--- config.mk ---
export PLATFORM = sky130hd
export DESIGN_NAME = adcif_top
export DESIGN_NICKNAME = d
export VERILOG_FILES = /design/src/rtl/adcif_pkg.sv /design/src/rtl/adcif_eng_slot.sv /design/src/rtl/adcif_irq_ctrl.sv /design/src/rtl/adcif_top.sv
export SDC_FILE = /design/constraint.sdc
export NUM_CORES = 1
export LEC_CHECK = 0
export BUFFER_PORTS_ARGS = -buffer_cell sky130_fd_sc_hd__buf_2
export CAP_MARGIN = 20
export CELL_PAD_IN_SITES_DETAIL_PLACEMENT = 1
export CELL_PAD_IN_SITES_GLOBAL_PLACEMENT = 2
export CORE_ASPECT_RATIO = 1.4
export CORE_MARGIN = 2
export CORE_UTILIZATION = 31
export CTS_BUF_LIST = sky130_fd_sc_hd__clkbuf_2 sky130_fd_sc_hd__clkbuf_4 sky130_fd_sc_hd__clkbuf_8
export DETAILED_ROUTE_END_ITERATION = 6
export PLACE_DENSITY = 0.85
export SETUP_SLACK_MARGIN = 0.15
export SYNTH_ARGS = -nofsm -noshare
export SYNTH_HDL_FRONTEND = slang
export SYNTH_HIERARCHICAL = 1
export SYNTH_SLANG_ARGS = --single-unit
--- constraint.sdc ---
create_clock -name clk -period 1.71 [get_ports clk]
set_input_delay 0.171 -clock clk [delete_from_list [all_inputs] [get_ports clk]]
set_output_delay 0.171 -clock clk [all_outputs]
set_load 0.05 [all_outputs]
--- src/rtl/adcif_pkg.sv ---
package adcif_pkg;
  localparam int WORD_W     = 32;
  localparam int REG_ADDR_W = 6;
  localparam int NUM_ENG    = 3;
  localparam int SRC_W      = 8;
  localparam int EVT_W      = 4;

  localparam int ENG_AUX   = 0;
  localparam int ENG_BATT  = 1;
  localparam int ENG_TOUCH = 2;
  localparam int PD_BIT    = 7;

  // Status bit 6 has no source.
  localparam logic [SRC_W-1:0] STAT_IMPL = 8'hBF;

  typedef enum logic [REG_ADDR_W-1:0] {
    OFS_ENABLE = 6'h00,
    OFS_CONFIG = 6'h04,
    OFS_MASK   = 6'h08,
    OFS_STATUS = 6'h0C,
    OFS_SAME   = 6'h10,
    OFS_WAIT   = 6'h14,
    OFS_TOUCH  = 6'h18,
    OFS_BATT   = 6'h1C,
    OFS_AUX    = 6'h20,
    OFS_CMD    = 6'h24,
    OFS_CLKDIV = 6'h28
  } reg_ofs_e;
endpackage

--- src/rtl/adcif_eng_slot.sv ---
module adcif_eng_slot #(
  parameter int RES_W    = 12,
  parameter bit ONE_SHOT = 1'b1
) (
  input  logic             clk,
  input  logic             rst,
  input  logic             en_we,
  input  logic             en_wbit,
  input  logic             done,
  input  logic [RES_W-1:0] result,
  output logic             en_q,
  output logic [RES_W-1:0] data_q,
  output logic             cmpl
);
  // A done pulse only counts while the engine is running.
  assign cmpl = done & en_q;

  always_ff @(posedge clk) begin
    if (rst) begin
      en_q   <= 1'b0;
      data_q <= '0;
    end else begin
      if (cmpl) data_q <= result;
      if (en_we)                 en_q <= en_wbit;
      else if (cmpl && ONE_SHOT) en_q <= 1'b0;
    end
  end
endmodule

--- src/rtl/adcif_irq_ctrl.sv ---
module adcif_irq_ctrl
  import adcif_pkg::*;
(
  input  logic             clk,
  input  logic             rst,
  input  logic [SRC_W-1:0] set_vec,
  input  logic             mask_we,
  input  logic             stat_we,
  input  logic [SRC_W-1:0] wdata,
  output logic [SRC_W-1:0] mask_q,
  output logic [SRC_W-1:0] stat_q,
  output logic             irq
);
  logic [SRC_W-1:0] clr_vec, stat_d, mask_d;

  always_comb begin
    clr_vec = stat_we ? wdata : '0;
    // Set beats clear so that no event is lost.
    stat_d  = ((stat_q & ~clr_vec) | set_vec) & STAT_IMPL;
    mask_d  = mask_we ? wdata : mask_q;
  end

  always_ff @(posedge clk) begin
    if (rst) begin
      stat_q <= '0;
      mask_q <= '1;
      irq    <= 1'b0;
    end else begin
      stat_q <= stat_d;
      mask_q <= mask_d;
      irq    <= |(stat_d & ~mask_d);
    end
  end
endmodule

--- src/rtl/adcif_top.sv ---
module adcif_top
  import adcif_pkg::*;
#(
  parameter int RES_W = 12,
  parameter int CNT_W = 16
) (
  input  logic                     clk,
  input  logic                     rst,
  input  logic                     bus_wr,
  input  logic                     bus_rd,
  input  logic [REG_ADDR_W-1:0]    bus_addr,
  input  logic [WORD_W-1:0]        bus_wdata,
  output logic [WORD_W-1:0]        bus_rdata,
  output logic [NUM_ENG-1:0]       eng_start,
  input  logic [NUM_ENG-1:0]       eng_done,
  input  logic [NUM_ENG*RES_W-1:0] eng_result,
  input  logic [EVT_W-1:0]         pen_evt,
  output logic                     pwr_down,
  output logic [WORD_W-1:0]        cfg_word,
  output logic                     irq
);
  logic             en_wr, mask_wr, stat_wr;
  logic [NUM_ENG-1:0] eng_en, eng_cmpl;
  logic [RES_W-1:0] eng_data [NUM_ENG];
  logic             pd_q;
  logic [WORD_W-1:0] cfg_q, cmd_q, div_q, rd_val, rdata_q;
  logic [CNT_W-1:0] same_q, wait_q;
  logic [SRC_W-1:0] set_vec, mask_q, stat_q;

  assign en_wr   = bus_wr && (bus_addr == OFS_ENABLE);
  assign mask_wr = bus_wr && (bus_addr == OFS_MASK);
  assign stat_wr = bus_wr && (bus_addr == OFS_STATUS);

  for (genvar g = 0; g < NUM_ENG; g++) begin : g_eng
    adcif_eng_slot #(
      .RES_W   (RES_W),
      .ONE_SHOT(g != ENG_TOUCH)
    ) u_slot (
      .clk    (clk),
      .rst    (rst),
      .en_we  (en_wr),
      .en_wbit(bus_wdata[g]),
      .done   (eng_done[g]),
      .result (eng_result[g*RES_W +: RES_W]),
      .en_q   (eng_en[g]),
      .data_q (eng_data[g]),
      .cmpl   (eng_cmpl[g])
    );
  end

  assign set_vec = {pen_evt[3], 1'b0, pen_evt[2], pen_evt[1], pen_evt[0], eng_cmpl};

  adcif_irq_ctrl u_irq (
    .clk    (clk),
    .rst    (rst),
    .set_vec(set_vec),
    .mask_we(mask_wr),
    .stat_we(stat_wr),
    .wdata  (bus_wdata[SRC_W-1:0]),
    .mask_q (mask_q),
    .stat_q (stat_q),
    .irq    (irq)
  );

  always_ff @(posedge clk) begin
    if (rst) begin
      pd_q   <= 1'b0;
      cfg_q  <= '0;
      cmd_q  <= '0;
      div_q  <= '0;
      same_q <= '0;
      wait_q <= '0;
    end else if (bus_wr) begin
      case (bus_addr)
        OFS_ENABLE: pd_q   <= bus_wdata[PD_BIT];
        OFS_CONFIG: cfg_q  <= bus_wdata;
        OFS_SAME:   same_q <= bus_wdata[CNT_W-1:0];
        OFS_WAIT:   wait_q <= bus_wdata[CNT_W-1:0];
        OFS_CMD:    cmd_q  <= bus_wdata;
        OFS_CLKDIV: div_q  <= bus_wdata;
        default: ;
      endcase
    end
  end

  always_comb begin
    case (bus_addr)
      OFS_ENABLE: rd_val = WORD_W'({pd_q, 4'b0000, eng_en});
      OFS_CONFIG: rd_val = cfg_q;
      OFS_MASK:   rd_val = WORD_W'(mask_q);
      OFS_STATUS: rd_val = WORD_W'(stat_q);
      OFS_SAME:   rd_val = WORD_W'(same_q);
      OFS_WAIT:   rd_val = WORD_W'(wait_q);
      OFS_TOUCH:  rd_val = WORD_W'(eng_data[ENG_TOUCH]);
      OFS_BATT:   rd_val = WORD_W'(eng_data[ENG_BATT]);
      OFS_AUX:    rd_val = WORD_W'(eng_data[ENG_AUX]);
      OFS_CMD:    rd_val = cmd_q;
      OFS_CLKDIV: rd_val = div_q;
      default:    rd_val = '0;
    endcase
  end

  always_ff @(posedge clk) begin
    if (rst)         rdata_q <= '0;
    else if (bus_rd) rdata_q <= rd_val;
    else             rdata_q <= '0;
  end

  assign bus_rdata = rdata_q;
  assign eng_start = eng_en;
  assign pwr_down  = pd_q;
  assign cfg_word  = cfg_q;
endmodule

Word level (Yosys, flattened, before mapping). Index checks and enable logic that the tools add are counted.

Equal/unequal tests: 10. Mux-type cells: 7. Bitwise logic cells: 9. Reductions and logical operators: 14.

Operators with widths (count): one-hot mux 32 bit (11 select lines) (1); == test 6 x 5 -> 1 bit (second input constant) (4); == test 6 bit (second input constant) (3); AND 8 bit (2); two-way mux 8 bit (2); NOT 8 bit (2); == test 6 x 4 -> 1 bit (second input constant) (2); AND reduction 2 bit (6); OR 8 bit (1); OR reduction 8 bit (1); == test 6 x 3 -> 1 bit (second input constant) (1); logical NOT 6 bit (1); two-way mux 1 bit (4); nonzero test 2 bit (2); AND 1 bit (3); logical AND 1 bit (3); OR reduction 2 bit (1); NOT 1 bit (1).

Register bits: 217. Input port bits: 85. Logic and storage cells: 57.

Depth between registers and ports, before layout.
Word-level depth: 8. Gate-level depth with buffers: 10. Depth with buffers taken out: 7.

Modules after synthesis. Netlist, hierarchy kept.

Modules (own cells, without submodules): adcif_top (times used 1, cells an instance 784, area an instance 6482.5 µm², sequential area each 3223.1 µm²); adcif_eng_slot at g_eng[0].u_slot ... (times used 2, cells an instance 60, area an instance 579.3 µm², sequential area each 260.2 µm²); adcif_irq_ctrl (times used 1, cells an instance 98, area an instance 774.5 µm², sequential area each 320.3 µm²); adcif_eng_slot at g_eng[2].u_slot (times used 1, cells an instance 59, area an instance 611.8 µm², sequential area each 260.2 µm²).

Least setup slack after synthesis. OpenSTA, ideal clock, no wires.

Kind: input -> register. Start point: input bus_addr[3]. End point: register u_irq.irq. Setup time: 0.134 ns. Data arrival time: 1.670 ns. Path slack: -0.094 ns. Stages on the path: 10. Buffers on the path: 4. Cells stage by stage: buf_2 -> buf_2 -> buf_2 -> nand2_1 -> nor2_1 -> buf_6 -> nor2b_4 -> o21ai_1 -> a22oi_2 -> a41oi_2.

Cells in the longest elaborated chain, start to end: 8.

Ends and longest elaborated chain: start, declared (line adcif_top.sv:11) `input logic [REG_ADDR_W-1:0] bus_addr,`; == test 6 x 4 -> 1 bit (line adcif_top.sv:32) `assign stat_wr = bus_wr && (bus_addr == OFS_STATUS);`; logical AND 1 bit (line adcif_top.sv:32); named net stat_wr (line adcif_top.sv:22) `logic en_wr, mask_wr, stat_wr;`; two-way mux 8 bit (line adcif_irq_ctrl.sv:17) `clr_vec = stat_we ? wdata : '0;`; NOT 8 bit (line adcif_irq_ctrl.sv:19) `stat_d = ((stat_q & ~clr_vec) | set_vec) & STAT_IMPL;`; AND 8 bit (line adcif_irq_ctrl.sv:19); OR 8 bit (line adcif_irq_ctrl.sv:19); AND 8 bit (line adcif_irq_ctrl.sv:31) `irq <= |(stat_d & ~mask_d);`; OR reduction 8 bit (line adcif_irq_ctrl.sv:31); end signal, assigned (line adcif_irq_ctrl.sv:31); end, declared (line adcif_irq_ctrl.sv:12) `output logic irq`.

The timed path passes the listed nets, and every way through them passes these cells. A chain may end at the register's enable or synchronous reset.

Worst setup path in the final report.
Start point: register g_eng[1].u_slot.data_q[0]. End point: register rdata_q[0] (netlist: bus_rdata[0]).

Cells in the longest elaborated chain, start to end: 1.

Ends and longest elaborated chain: start, declared (line adcif_eng_slot.sv:12) `output logic [RES_W-1:0] data_q,`; start signal, assigned (line adcif_eng_slot.sv:23) `if (cmpl) data_q <= result;`; one-hot mux 32 bit (11 select lines) (line adcif_top.sv:87) `case (bus_addr)`; end signal, assigned (line adcif_top.sv:105) `else if (bus_rd) rdata_q <= rd_val;`; end, declared (line adcif_top.sv:26) `logic [WORD_W-1:0] cfg_q, cmd_q, div_q, rd_val, rdata_q;`.

No other way between the ends.

==> run metrics <==
Chip Height 206 um; area added between synthesis and finish 33.7%; Placement Rows 73; Ports 154; max-capacitance violation count 0; Clock Path Buffers 3; fin. max-slew vios 0; Filler cells 3,391; die area 30,500 um^2; Max Used Layer met4; Setup violations, final 0; largest net degree at the start of global routing 50; critical path required time 2.12 ns; Avg Inst Size Synth 8.51 um^2; antenna cells 0; crit start category flip-flop; worst reg2reg setup slack 0.21 ns; GPL Wtd Cong 0.907; M1 WL 14,200 um; drt drc 0; Post-Route WL 33,900 um; Max Clock Freq 667 MHz; Setup CP Type flip-flop to flip-flop; Crit Path Max Fanout 2; commonest non-fill, non-tap cells in the layout nand2_1, dfxtp_1, a21oi_1; clock latency on the worst-skew pair 0.56 ns; maximum VDD drop 487 uV; initial antenna violation count 0; post-synthesis cell area 9020 um^2; Hold Path Depth 3; CP arrival 1.91 ns; YS warnings 6; reg2reg path depth 4; Post-Route Skew 0.0348 ns; Die Width 148 um; metal2 WL 17,200 um; total number of vias 8,830; detail-routed net length per standard cell 19.9 um; most common cell after layout, fill and taps aside nand2_1; Tcrit/Tclk final 0.876; Cells after Synth 1,060; first-pass detailed-route iteration total 5; first-pass GRT wire length 51,900 um; power density over the cells 893 nW/um^2; TritonCTS clock tree built; Overflow after GRT 0; vias in the first global route 9,069; Via density 5.17; CP startpoint g_eng[1].u_slot/data_q[0]$_SDFFE_PP0P_; share of cells above drive strength 1 0.274; H-Tree Level Count 2; RR Startpoint g_eng[1].u_slot/data_q[0]$_SDFFE_PP0P_; Core Util, Final 0.423; IO Port Bufs 153; RSZ-0062 raised after global routing false; status complete, no violations; hpwl dp 23,400 um; Root Buffer Master clkbuf_8; core box area 28,500 um^2; Lkg Pwr 4.54 nW; FF-to-FF End bus_rdata[0]$_SDFF_PP0_; final hold vios 0; initial core utilization 0.317; met3 WL 1320 um; ANT nets after route 0; Power Total 0.0108 W; Worst Hold End cmd_q[1]$_SDFFE_PP0P_; CTS Sinks 216; Worst setup EP type flip-flop; hold crit path type primary input to flip-flop; Clock transition at path regs 0.05 ns; min Tclk post-route 1.50 ns; total track usage 0.220; number of CTS-inserted buffers 38; initial DRC count 481; Mapped Nets 1,145; Layout Nets 1,391; min-delay src bus_wdata[1]
[per-layer routing]
metal,global-route usage,up-vias
li1,-,4185
met1,0.267,4321
met2,0.393,256
met3,0.0283,68
met4,0.0867,0
met5,0,-
[worst max-delay path: stages, from the launching register on]
cell and delay, ns:
dfxtp_1 0.35, mux2_1 0.32, a22o_1 0.19, a222oi_1 0.40
a31oi_1 0.13
[area by class of cell]
cell class | count | area [um^2] | share of cell area
Clock inverter | 5 | 33.8 | 0.00280
Inverter | 9 | 33.8 | 0.00280
Multi-Input combinational cell | 741 | 4170 | 0.346
Sequential cell | 216 | 4330 | 0.359
Clock buffer | 61 | 764 | 0.0634
Tap cell | 375 | 469 | 0.0389
Timing Repair Buffer | 300 | 2260 | 0.187
[power by group]
part | leakage [nW] | internal (W) | switching (W)
Sequential | 1.74 | 0.00506 | 0.0000191
Clock | 0.420 | 0.00283 | 0.00216
Combinational | 2.37 | 0.000313 | 0.000405
Total | 4.54 | 0.00820 | 0.00258
[flip-flops by register name, summed over array words and instances (netlist names), named ones only]
register             cells
cfg_word                32
g_eng.u_slot/en_q        3
u_irq/mask_q             7
wait_q                  16
same_q                  16
u_irq/irq                1
cmd_q                   32
u_irq/stat_q             7
pwr_down                 1
g_eng.u_slot/data_q     36
bus_rdata               32
div_q                   32
[how the worst max path moves through the flow]
stage	depth (start not counted)	end
floorplan	10	u_irq/irq$_SDFF_PP0_
global placement	6	bus_rdata[1]$_SDFF_PP0_
detailed placement	8	bus_rdata[13]$_SDFF_PP0_
CTS	2	eng_start[1]
global route	3	bus_rdata[7]$_SDFF_PP0_
finish	4	bus_rdata[0]$_SDFF_PP0_
[per-stage QoR]
step	std cells	worst slack [ns]	setup TNS [ns]	hold slack (ns)	cell area (um^2)
3_3_place_gp	1570	-0.0795	-0.103	0.423	10500
5_1_grt	1707	0.166	0	0.00993	12100
3_5_place_dp	1570	-0.122	-0.489	0.433	10500
6_report	1707	0.211	0	0.0140	12100
2_1_floorplan	1060	0.153	0	0.240	9070
4_1_cts	1703	0.142	0	0.00328	12000
[repair_timing]
| item | in CTS | in global routing |
|---|---|---|
| gates resized for setup | 7 | 3 |
| hold endpoints to repair | 131 | 0 |
| hold buffers | 67 | 0 |
| setup endpoints to repair | 3 | 3 |
| pin swaps | 0 | 0 |
| setup buffers | 0 | 4 |
Power figures use the tool's default switching activity.
